$ cat src/rtl/mtc_pkg.sv
package mtc_pkg;
  typedef enum logic [1:0] {
    MODE_NORMAL  = 2'd0,
    MODE_MONITOR = 2'd1,
    MODE_USER    = 2'd2
  } mode_t;

  typedef enum logic [1:0] {
    BR_UNCOND = 2'd0,
    BR_INDEX  = 2'd1,
    BR_MARK   = 2'd2,
    BR_RETURN = 2'd3
  } br_kind_t;

  localparam int unsigned OPC_W      = 6;
  localparam logic [5:0]  OPC_UNCOND = 6'o01;
  localparam logic [5:0]  OPC_MARK   = 6'o43;
endpackage

$ cat src/rtl/mtc_vec_check.sv
module mtc_vec_check
  import mtc_pkg::*;
#(
  parameter int unsigned WORD_W = 24,
  parameter int unsigned OP_LSB = 15
) (
  input  logic [WORD_W-1:0] vec_word,
  output logic              vec_legal
);
  localparam int unsigned OP_MSB = OP_LSB + OPC_W - 1;
  localparam int unsigned N_OK   = 2;

  logic [OPC_W-1:0] opc;
  logic [N_OK-1:0]  hit;
  logic [OPC_W-1:0] ok_tab [N_OK];

  assign opc       = vec_word[OP_MSB:OP_LSB];
  assign ok_tab[0] = OPC_UNCOND;
  assign ok_tab[1] = OPC_MARK;

  for (genvar g = 0; g < N_OK; g++) begin : g_match
    assign hit[g] = (opc == ok_tab[g]);
  end

  assign vec_legal = |hit;
endmodule

$ cat src/rtl/mtc_branch_eval.sv
module mtc_branch_eval
  import mtc_pkg::*;
(
  input  logic       br_valid,
  input  logic [1:0] br_kind,
  input  logic       ea_mapped,
  input  logic       ea_user,
  input  logic [1:0] cur_mode,
  input  logic       armed,
  input  logic       vec_legal,
  output logic       acc_trap,
  output logic       acc_bad,
  output logic       enter_user,
  output logic       m2u_fire
);
  logic unmapped;
  logic kind_ok;

  assign unmapped   = br_valid & ~ea_mapped;
  assign acc_trap   = unmapped & vec_legal;
  assign acc_bad    = unmapped & ~vec_legal;
  assign kind_ok    = (br_kind != BR_RETURN);
  assign enter_user = br_valid & ea_mapped & ea_user & kind_ok &
                      (cur_mode == MODE_MONITOR);
  assign m2u_fire   = enter_user & armed;
endmodule

$ cat src/rtl/mtc_state.sv
module mtc_state
  import mtc_pkg::*;
#(
  parameter int unsigned ADDR_W = 14
) (
  input  logic              clk,
  input  logic              rst,
  input  logic              br_valid,
  input  logic [ADDR_W-1:0] br_ea,
  input  logic              acc_trap,
  input  logic              acc_bad,
  input  logic              enter_user,
  input  logic              m2u_fire,
  input  logic              arm_set,
  input  logic              arm_clr,
  input  logic              mode_ld,
  input  logic [1:0]        mode_ld_val,
  output logic [1:0]        mode_q,
  output logic              armed_q,
  output logic              trap_q,
  output logic              cause_q,
  output logic [ADDR_W-1:0] addr_q,
  output logic              bad_q
);
  logic take_trap;
  logic load_ok;

  assign take_trap = acc_trap | m2u_fire;
  assign load_ok   = mode_ld & ~br_valid & (mode_ld_val != 2'd3);

  always_ff @(posedge clk) begin
    if (rst) begin
      mode_q  <= MODE_NORMAL;
      armed_q <= 1'b0;
      trap_q  <= 1'b0;
      cause_q <= 1'b0;
      addr_q  <= '0;
      bad_q   <= 1'b0;
    end else begin
      if (enter_user)   mode_q <= MODE_USER;
      else if (load_ok) mode_q <= mode_ld_val;

      if (m2u_fire || arm_clr) armed_q <= 1'b0;
      else if (arm_set)        armed_q <= 1'b1;

      trap_q <= take_trap;
      bad_q  <= acc_bad;
      if (take_trap) begin
        addr_q  <= br_ea;
        cause_q <= m2u_fire;
      end
    end
  end
endmodule

$ cat src/rtl/brmode_trap_ctl.sv
module brmode_trap_ctl
  import mtc_pkg::*;
#(
  parameter int unsigned ADDR_W = 14,
  parameter int unsigned WORD_W = 24,
  parameter int unsigned OP_LSB = 15
) (
  input  logic              clk,
  input  logic              rst,
  input  logic              br_valid,
  input  logic [1:0]        br_kind,
  input  logic [ADDR_W-1:0] br_ea,
  input  logic              ea_mapped,
  input  logic              ea_user,
  input  logic [WORD_W-1:0] vec_word,
  input  logic              arm_set,
  input  logic              arm_clr,
  input  logic              mode_ld,
  input  logic [1:0]        mode_ld_val,
  output logic [1:0]        mode,
  output logic              m2u_armed,
  output logic              trap_req,
  output logic              trap_cause,
  output logic [ADDR_W-1:0] trap_addr,
  output logic              vec_illegal
);
  logic vec_legal;
  logic acc_trap, acc_bad, enter_user, m2u_fire;

  mtc_vec_check #(.WORD_W(WORD_W), .OP_LSB(OP_LSB)) u_vec (
    .vec_word (vec_word),
    .vec_legal(vec_legal)
  );

  mtc_branch_eval u_eval (
    .br_valid  (br_valid),
    .br_kind   (br_kind),
    .ea_mapped (ea_mapped),
    .ea_user   (ea_user),
    .cur_mode  (mode),
    .armed     (m2u_armed),
    .vec_legal (vec_legal),
    .acc_trap  (acc_trap),
    .acc_bad   (acc_bad),
    .enter_user(enter_user),
    .m2u_fire  (m2u_fire)
  );

  mtc_state #(.ADDR_W(ADDR_W)) u_state (
    .clk        (clk),
    .rst        (rst),
    .br_valid   (br_valid),
    .br_ea      (br_ea),
    .acc_trap   (acc_trap),
    .acc_bad    (acc_bad),
    .enter_user (enter_user),
    .m2u_fire   (m2u_fire),
    .arm_set    (arm_set),
    .arm_clr    (arm_clr),
    .mode_ld    (mode_ld),
    .mode_ld_val(mode_ld_val),
    .mode_q     (mode),
    .armed_q    (m2u_armed),
    .trap_q     (trap_req),
    .cause_q    (trap_cause),
    .addr_q     (trap_addr),
    .bad_q      (vec_illegal)
  );

  AST_ACC_TARGET: assert property (@(posedge clk) disable iff (rst) (br_valid && !ea_mapped && vec_legal) |=> (trap_req && !trap_cause && trap_addr == $past(br_ea))) else $error("access trap address");
  AST_ENTER_USER: assert property (@(posedge clk) disable iff (rst) (br_valid && ea_mapped && ea_user && br_kind != BR_RETURN && mode == MODE_MONITOR) |=> (mode == MODE_USER)) else $error("no user entry");
  AST_M2U_TRAP: assert property (@(posedge clk) disable iff (rst) (enter_user && m2u_armed) |=> (trap_req && trap_cause && trap_addr == $past(br_ea) && !m2u_armed)) else $error("m2u trap");
  AST_ILLEGAL_VEC: assert property (@(posedge clk) disable iff (rst) vec_illegal |-> (!trap_req && $stable(trap_addr) && $stable(mode))) else $error("illegal vector transfer");
  AST_ADDR_HOLD: assert property (@(posedge clk) disable iff (rst) !trap_req |-> ($stable(trap_addr) && $stable(trap_cause))) else $error("trap addr moved");
  AST_QUIET_BRANCH: assert property (@(posedge clk) disable iff (rst) (br_valid && ea_mapped && !enter_user) |=> ($stable(mode) && !trap_req)) else $error("quiet branch");
endmodule

$ cat config.mk
export PLATFORM = sky130hd
export DESIGN_NAME = brmode_trap_ctl
export DESIGN_NICKNAME = d
export VERILOG_FILES = /design/src/rtl/mtc_pkg.sv /design/src/rtl/mtc_vec_check.sv /design/src/rtl/mtc_branch_eval.sv /design/src/rtl/mtc_state.sv /design/src/rtl/brmode_trap_ctl.sv
export SDC_FILE = /design/constraint.sdc
export NUM_CORES = 1
export LEC_CHECK = 0
export CAP_MARGIN = 20
export CORE_MARGIN = 2
export CORE_UTILIZATION = 29
export CTS_CLUSTER_SIZE = 28
export DETAILED_ROUTE_END_ITERATION = 12
export PLACE_DENSITY = 0.75
export SYNTH_ARGS = -nofsm -noshare
export SYNTH_HDL_FRONTEND = slang
export SYNTH_HIERARCHICAL = 1
export SYNTH_SLANG_ARGS = --single-unit
export TNS_END_PERCENT = 1
$ cat constraint.sdc
create_clock -name clk -period 1.5 [get_ports clk]
set_input_delay 0.3 -clock clk [delete_from_list [all_inputs] [get_ports clk]]
set_output_delay 0.3 -clock clk [all_outputs]
set_load 0.05 [all_outputs]
==> results of run 1 <==
kinds of logic (layout without fill, tap and decap cells):
kind of cell | count (synthesis) | count (layout) | share of synthesized area, %
xor gates and xnor gates | 1 | 1 | 0.994
DFF | 20 | 20 | 45.5
and+or+nand+nor | 29 | 29 | 26.6
buffers and inverters | 11 | 64 | 4.83
AOI/OAI and AO/OA | 33 | 33 | 22.2
worst min-delay path: cells and delay by family:
kind	cells	cell delay, ns
buffers and inverters	1	0.25
and+or+nand+nor	2	0.18
cell usage after synthesis, drive strengths merged:
cell,number
clkbuf,6
xor2,1
o21ai,14
o21a,1
and3b,1
a21oi,14
nand2b,1
buf,2
or3b,15
nand3b,1
nor3b,2
or4b,1
inv,3
a211oi,1
nand2,1
o311a,1
nor2,3
a2111oi,2
nor4,2
dfxtp,20
nor2b,2
metrics by stage:
step / area (um^2) / setup WS, ns / total power [mW]
floorplan: 885 / -0.0646 / 0.614
global placement: 1650 / -0.395 / 0.740
detailed placement: 1650 / -0.464 / 0.744
CTS: 1730 / 0.0150 / 0.991
global route: 1740 / 0.00669 / 1.02
finish: 1740 / 0.0525 / 0.982
power by group through the flow:
stage          logic [mW]  clock network, mW  registers (mW)
2_1_floorplan      0.0324                  0           0.581
3_3_place_gp        0.181                  0           0.559
3_5_place_dp        0.185                  0           0.559
4_1_cts             0.185              0.258           0.547
5_1_grt             0.196              0.278           0.548
6_report            0.186              0.249           0.547
layout make-up:
cell class / count / area [um^2]
Fill cell: 226 / 1090
Inverter: 3 / 11.3
Multi-Input combinational cell: 63 / 477
Timing Repair Buffer: 58 / 788
Clock buffer: 3 / 22.5
Sequential cell: 20 / 404
Tap cell: 31 / 38.8
path summary, 6_finish.rpt:
path | to | slack, ns | start | cells past startpoint
min | u_state/bad_q$_SDFF_PP0_ | 0.47 | ea_mapped | 3
max | u_state/mode_q[1]$_SDFFE_PP0P_ | 0.05 | u_state/mode_q[1]$_SDFFE_PP0P_ | 4
max reg2reg | u_state/mode_q[1]$_SDFFE_PP0P_ | 0.05 | u_state/mode_q[1]$_SDFFE_PP0P_ | 4
min reg2reg | u_state/mode_q[0]$_SDFFE_PP0P_ | 0.51 | u_state/mode_q[0]$_SDFFE_PP0P_ | 2
timing repair:
| action | in CTS | in global routing |
|---|---|---|
| setup endpoints to repair | 16 | 13 |
| pin swaps | 6 | 6 |
| endpoints found under the hold margin | 0 | 0 |
| resized for setup | 16 | 6 |
| cloned | 2 | 0 |
layer usage:
layer  GRT usage (%)  vias up
met5               0        -
met4            10.7        0
met3            1.53       10
met2            27.8       41
met1            18.8      431
li1                -      454
sequential cells by signal, summed over array words and instances, names as in the netlist:
register / count
u_state/addr_q: 14
u_state/armed_q: 1
u_state/bad_q: 1
u_state/cause_q: 1
u_state/mode_q: 2
u_state/trap_q: 1
==> impl_metrics.env, run 1 <==
export IMPL_period_share_pct=96.5
export IMPL_io_buffers=51
export IMPL_syn_to_final_growth_pct=97.7
export IMPL_drtAntennaViolNets=0
export IMPL_whs_ns=0.465
export IMPL_pwr_share_seq_pct=55.7
export IMPL_status="complete, no violations"
export IMPL_cts_setup_buffers=0
export IMPL_cp_slowest_stage_delay_ns=0.51
export IMPL_nets=199
export IMPL_irDropWorstVdd_v=0.000363
export IMPL_cts_buffer_depth=2
export IMPL_vias=936
export IMPL_max_freq_ghz=0.691
export IMPL_final_cell_mix="22 x clkdlybuf4s50_1, 20 x buf_12, 17 x dfxtp_1"
export IMPL_min_period_ns=1.45
export IMPL_antenna_found_initial=0
export IMPL_slew_headroom_pct=71.3
export IMPL_final_common_cell="clkdlybuf4s50_1"
export IMPL_grt_pass1_wl_um=4190
export IMPL_path_class="flip-flop to flip-flop"
export IMPL_dpl_hpwl_um=1930
export IMPL_p_leak_nw=0.640
export IMPL_crit_chain="nand3b_1 > a211oi_1 > or4b_1 > o311a_1"
export IMPL_crit_path_end_kind="flip-flop"
export IMPL_cts_sink_count=20
export IMPL_fp_dieArea_um2=3490
export IMPL_hold_viol_final=0
export IMPL_grt_ovfl_total=0
export IMPL_track_usage_pct=16.1
export IMPL_highest_layer="met4"
export IMPL_numCtsBuffers=3
export IMPL_finalMaxSlewViolations=0
export IMPL_die_width_um=59.1
export IMPL_fin_cells=178
export IMPL_clkLatencyLatePin_ns=0.29
export IMPL_core_area_um2=2830
export IMPL_syn_num_nets=144
export IMPL_ys_ff_latch=20
export IMPL_start_util_pct=31.1
export IMPL_synth_top_area_share_pct=45.5
export IMPL_synth_top_cells_by_area="dfxtp_1 45%, or3b_1 15%, a21oi_1 8.0%, o21ai_0 8.0%, a2111oi_2 3.4%"
export IMPL_powerDensity_nw_per_um2=564
export IMPL_start_kind="flip-flop"
export IMPL_wl_per_cell_um=15.2
export IMPL_slowest_stage="or4b_1"
export IMPL_finClkSkew_ns=0.00177
export IMPL_hold_path_class="primary input to flip-flop"
export IMPL_tightest_slew_ns=0.428
export IMPL_rsz0062_at_grt="no"
export IMPL_critical_path_top_delay_family="simple AND/OR/NAND/NOR gates"
export IMPL_max_cap_violations=0
export IMPL_cp_arrival_ns=1.64
export IMPL_ctsHoldBuffers=0
export IMPL_wl_met3_um=143
export IMPL_wl_met2_um=1430
export IMPL_routed_via_density=5.26
export IMPL_drive_gt1_share_pct=29.9
export IMPL_wl_um=2710
export IMPL_yosysUniqueCellTypes=23
export IMPL_post_route_drc_count=0
export IMPL_firstDrtPassIters=4
export IMPL_yosysWarnings=6
export IMPL_clkTransAtPathRegs_ns=0.11
export IMPL_syn_inst=94
export IMPL_die_h_um=59.1
export IMPL_drt_iter0_drc=28
export IMPL_grt_max_degree=32
export IMPL_final_setup_viol_count=0
export IMPL_met1_length_um=1030
export IMPL_place_inst=173
export IMPL_switching_share_pct=24.4
export IMPL_ys_seq_area_share_pct=45.5
export IMPL_placementRows=19
export IMPL_power_internal_uw=742
export IMPL_diodes=0
export IMPL_num_io_pins=70
export IMPL_power_frac_comb_pct=18.9
export IMPL_grt_pass1_vias=945
export IMPL_cp_max_fo=3
export IMPL_avgSynthCellArea_um2=9.37
export IMPL_crit_buf_inv=0
export IMPL_routabilityCongestion=0.785
export IMPL_yosys_area_top_type="dfxtp_1"
export IMPL_ctsHtreeMaxLevel=1
export IMPL_syn_area_um2=881
export IMPL_tritoncts="yes"
export IMPL_switchingPower_uw=240
export IMPL_fin_util_pct=61.6
export IMPL_cp_required_ns=1.69
export IMPL_power_frac_clock_pct=25.4
export IMPL_cts_root_buf="clkbuf_4"
export IMPL_setup_tns_ns=0
(Power assumes the default switching activity.)
==> inputs of run 2 (changes only) <==
--- a/config.mk
+++ b/config.mk
@@ -7,10 +7,10 @@
 export LEC_CHECK = 0
 export CAP_MARGIN = 20
 export CORE_MARGIN = 2
-export CORE_UTILIZATION = 29
+export CORE_UTILIZATION = 35
 export CTS_CLUSTER_SIZE = 28
 export DETAILED_ROUTE_END_ITERATION = 12
-export PLACE_DENSITY = 0.75
+export PLACE_DENSITY = 0.85
 export SYNTH_ARGS = -nofsm -noshare
 export SYNTH_HDL_FRONTEND = slang
 export SYNTH_HIERARCHICAL = 1
==> constraint.sdc (replaced) <==
create_clock -name clk -period 1.8 [get_ports clk]
set_input_delay 0.36 -clock clk [delete_from_list [all_inputs] [get_ports clk]]
set_output_delay 0.36 -clock clk [all_outputs]
set_load 0.05 [all_outputs]
==> impl_metrics.env, run 2 (synthesis results as in run 1) <==
export IMPL_status="complete, no violations"
export IMPL_postPlaceCellArea_um2=1420
export IMPL_grt_ovfl_total=0
export IMPL_wl_per_cell_um=12.9
export IMPL_setup_ws_ns=0.0795
export IMPL_final_common_cell="clkdlybuf4s50_1"
export IMPL_clkTransAtPathRegs_ns=0.11
export IMPL_drt_iter0_drc=3
export IMPL_finalInstanceArea_um2=1470
export IMPL_dpl_hpwl_um=1790
export IMPL_rsz0062_at_grt="no"
export IMPL_cp_slowest_stage_delay_ns=0.48
export IMPL_cts_resized=0
export IMPL_grt_met3_usage_pct=4.44
export IMPL_num_io_pins=70
export IMPL_core_area_um2=2430
export IMPL_syn_to_final_growth_pct=66.9
export IMPL_post_route_drc_count=0
export IMPL_vias=867
export IMPL_whs_ns=0.491
export IMPL_cp_arrival_ns=1.95
export IMPL_cp_max_fo=30
export IMPL_ctsHoldBuffers=0
export IMPL_clkLatencyLatePin_ns=0.29
export IMPL_routed_via_density=4.90
export IMPL_grtUsageMet1_pct=18.2
export IMPL_largest_register_ff_count=14
export IMPL_die_width_um=54.2
export IMPL_crit_buf_inv=2
export IMPL_drive_gt1_share_pct=23.8
export IMPL_slew_headroom_pct=76.7
export IMPL_grt_max_degree=31
export IMPL_diodes=0
export IMPL_p_leak_nw=0.562
export IMPL_fin_util_pct=60.4
export IMPL_cts_root_buf="clkbuf_4"
export IMPL_fill_cells=209
export IMPL_crit_path_end_kind="flip-flop"
export IMPL_antenna_found_initial=0
export IMPL_max_cap_violations=0
export IMPL_ctsHtreeMaxLevel=1
export IMPL_gr_max_usage_layer="met2"
export IMPL_path_class="primary input to flip-flop"
export IMPL_crit_chain="clkdlybuf4s50_1 > xor2_1 > nor4_2 > and3b_2 > buf_12 > or3b_1 > a21oi_1"
export IMPL_drtAntennaViolNets=0
export IMPL_min_period_ns=1.72
export IMPL_critical_path_top_delay_family="simple AND/OR/NAND/NOR gates"
export IMPL_hold_path_class="flip-flop to flip-flop"
export IMPL_numCtsBuffers=3
export IMPL_finClkSkew_ns=0.00157
export IMPL_fin_total_pwr_uw=948
export IMPL_cts_sink_count=20
export IMPL_reg_largest_list="u_state/addr_q (14), u_state/mode_q (2)"
export IMPL_track_usage_pct=15.6
export IMPL_fp_dieArea_um2=2930
export IMPL_grt_pass1_vias=798
export IMPL_start_kind="primary input"
export IMPL_largest_register="u_state/addr_q"
export IMPL_dpl_worst_slack_ns=-0.238
export IMPL_die_h_um=54.2
export IMPL_start_util_pct=36.2
export IMPL_powerDensity_nw_per_um2=645
export IMPL_grt_pass1_wl_um=3340
export IMPL_cts_setup_buffers=0
export IMPL_final_setup_viol_count=0
export IMPL_firstDrtPassIters=4
export IMPL_hold_viol_final=0
export IMPL_nets=198
export IMPL_cp_required_ns=2.03
export IMPL_slowest_stage="clkdlybuf4s50_1"
export IMPL_wl_um=2280
export IMPL_placementRows=18
export IMPL_routabilityCongestion=0.681
export IMPL_io_buffers=51
export IMPL_max_freq_ghz=0.581
export IMPL_tritoncts="yes"
export IMPL_tightest_slew_ns=0.349
export IMPL_grt_use_met2_pct=27.9
export IMPL_irDropWorstVdd_v=0.000446
export IMPL_final_cell_mix="31 x clkdlybuf4s50_1, 25 x buf_4, 20 x dfxtp_1"
export IMPL_period_share_pct=95.6
export IMPL_cts_buffer_depth=2
export IMPL_finalMaxSlewViolations=0
==> run 2: final timing paths <==
kind / start / to / cells past startpoint / slack [ns]
hold reg to reg: u_state/mode_q[0]$_SDFFE_PP0P_ / u_state/mode_q[0]$_SDFFE_PP0P_ / 2 / 0.49
setup / recovery: vec_word[20] / u_state/addr_q[12]$_SDFFE_PP0P_ / 7 / 0.08
setup reg to reg: u_state/mode_q[1]$_SDFFE_PP0P_ / u_state/mode_q[1]$_SDFFE_PP0P_ / 4 / 0.42
hold / removal: u_state/mode_q[0]$_SDFFE_PP0P_ / u_state/mode_q[0]$_SDFFE_PP0P_ / 2 / 0.49
==> run 2: routing by layer <==
metal / vias to the layer above / wire, um
met2: 25 / 1180
li1: 448 / -
met5: - / 0
met3: 2 / 166
met4: 0 / 14
met1: 392 / 920
==> run 2: area by class of cell <==
class                   instances  area (um^2)  area share [%]
inverters                       3         11.3           0.766
repair buffers                 57          518            35.2
well taps                      30         37.5            2.55
multi-input cells              63          450            30.6
clock inverters                 1         30.0            2.04
clock buffers                   3         22.5            1.53
flip-flops and latches         20          400            27.2
==> run 2: stage by stage <==
stage          setup TNS [ns]  std cells
6_report                    0        177
3_5_place_dp            -2.98        173
4_1_cts                     0        177
5_1_grt                     0        177
3_3_place_gp            -2.25        173
2_1_floorplan               0         94
==> run 2: where the power goes <==
part / switching [mW] / internal (mW)
Clock: 0.132 / 0.225
Combinational: 0.0563 / 0.0831
Sequential: 0.00357 / 0.449
Total: 0.191 / 0.756
==> run 2: tightest hold or removal path, stage by stage (launching register included) <==
cell and delay [ns]:
dfxtp_1 0.34, inv_1 0.06, a2111oi_2 0.05
==> inputs of run 3 (changes only) <==
--- a/config.mk
+++ b/config.mk
@@ -5,11 +5,13 @@
 export SDC_FILE = /design/constraint.sdc
 export NUM_CORES = 1
 export LEC_CHECK = 0
+export ABC_CLOCK_PERIOD_IN_PS = 1800
 export CAP_MARGIN = 20
 export CORE_MARGIN = 2
 export CORE_UTILIZATION = 35
 export CTS_CLUSTER_SIZE = 28
 export DETAILED_ROUTE_END_ITERATION = 12
+export GPL_ROUTABILITY_DRIVEN = 0
 export PLACE_DENSITY = 0.85
 export SYNTH_ARGS = -nofsm -noshare
 export SYNTH_HDL_FRONTEND = slang
==> results of run 3 <==
Same layout as run 2: the final DEF is identical, and so are final timing and power.
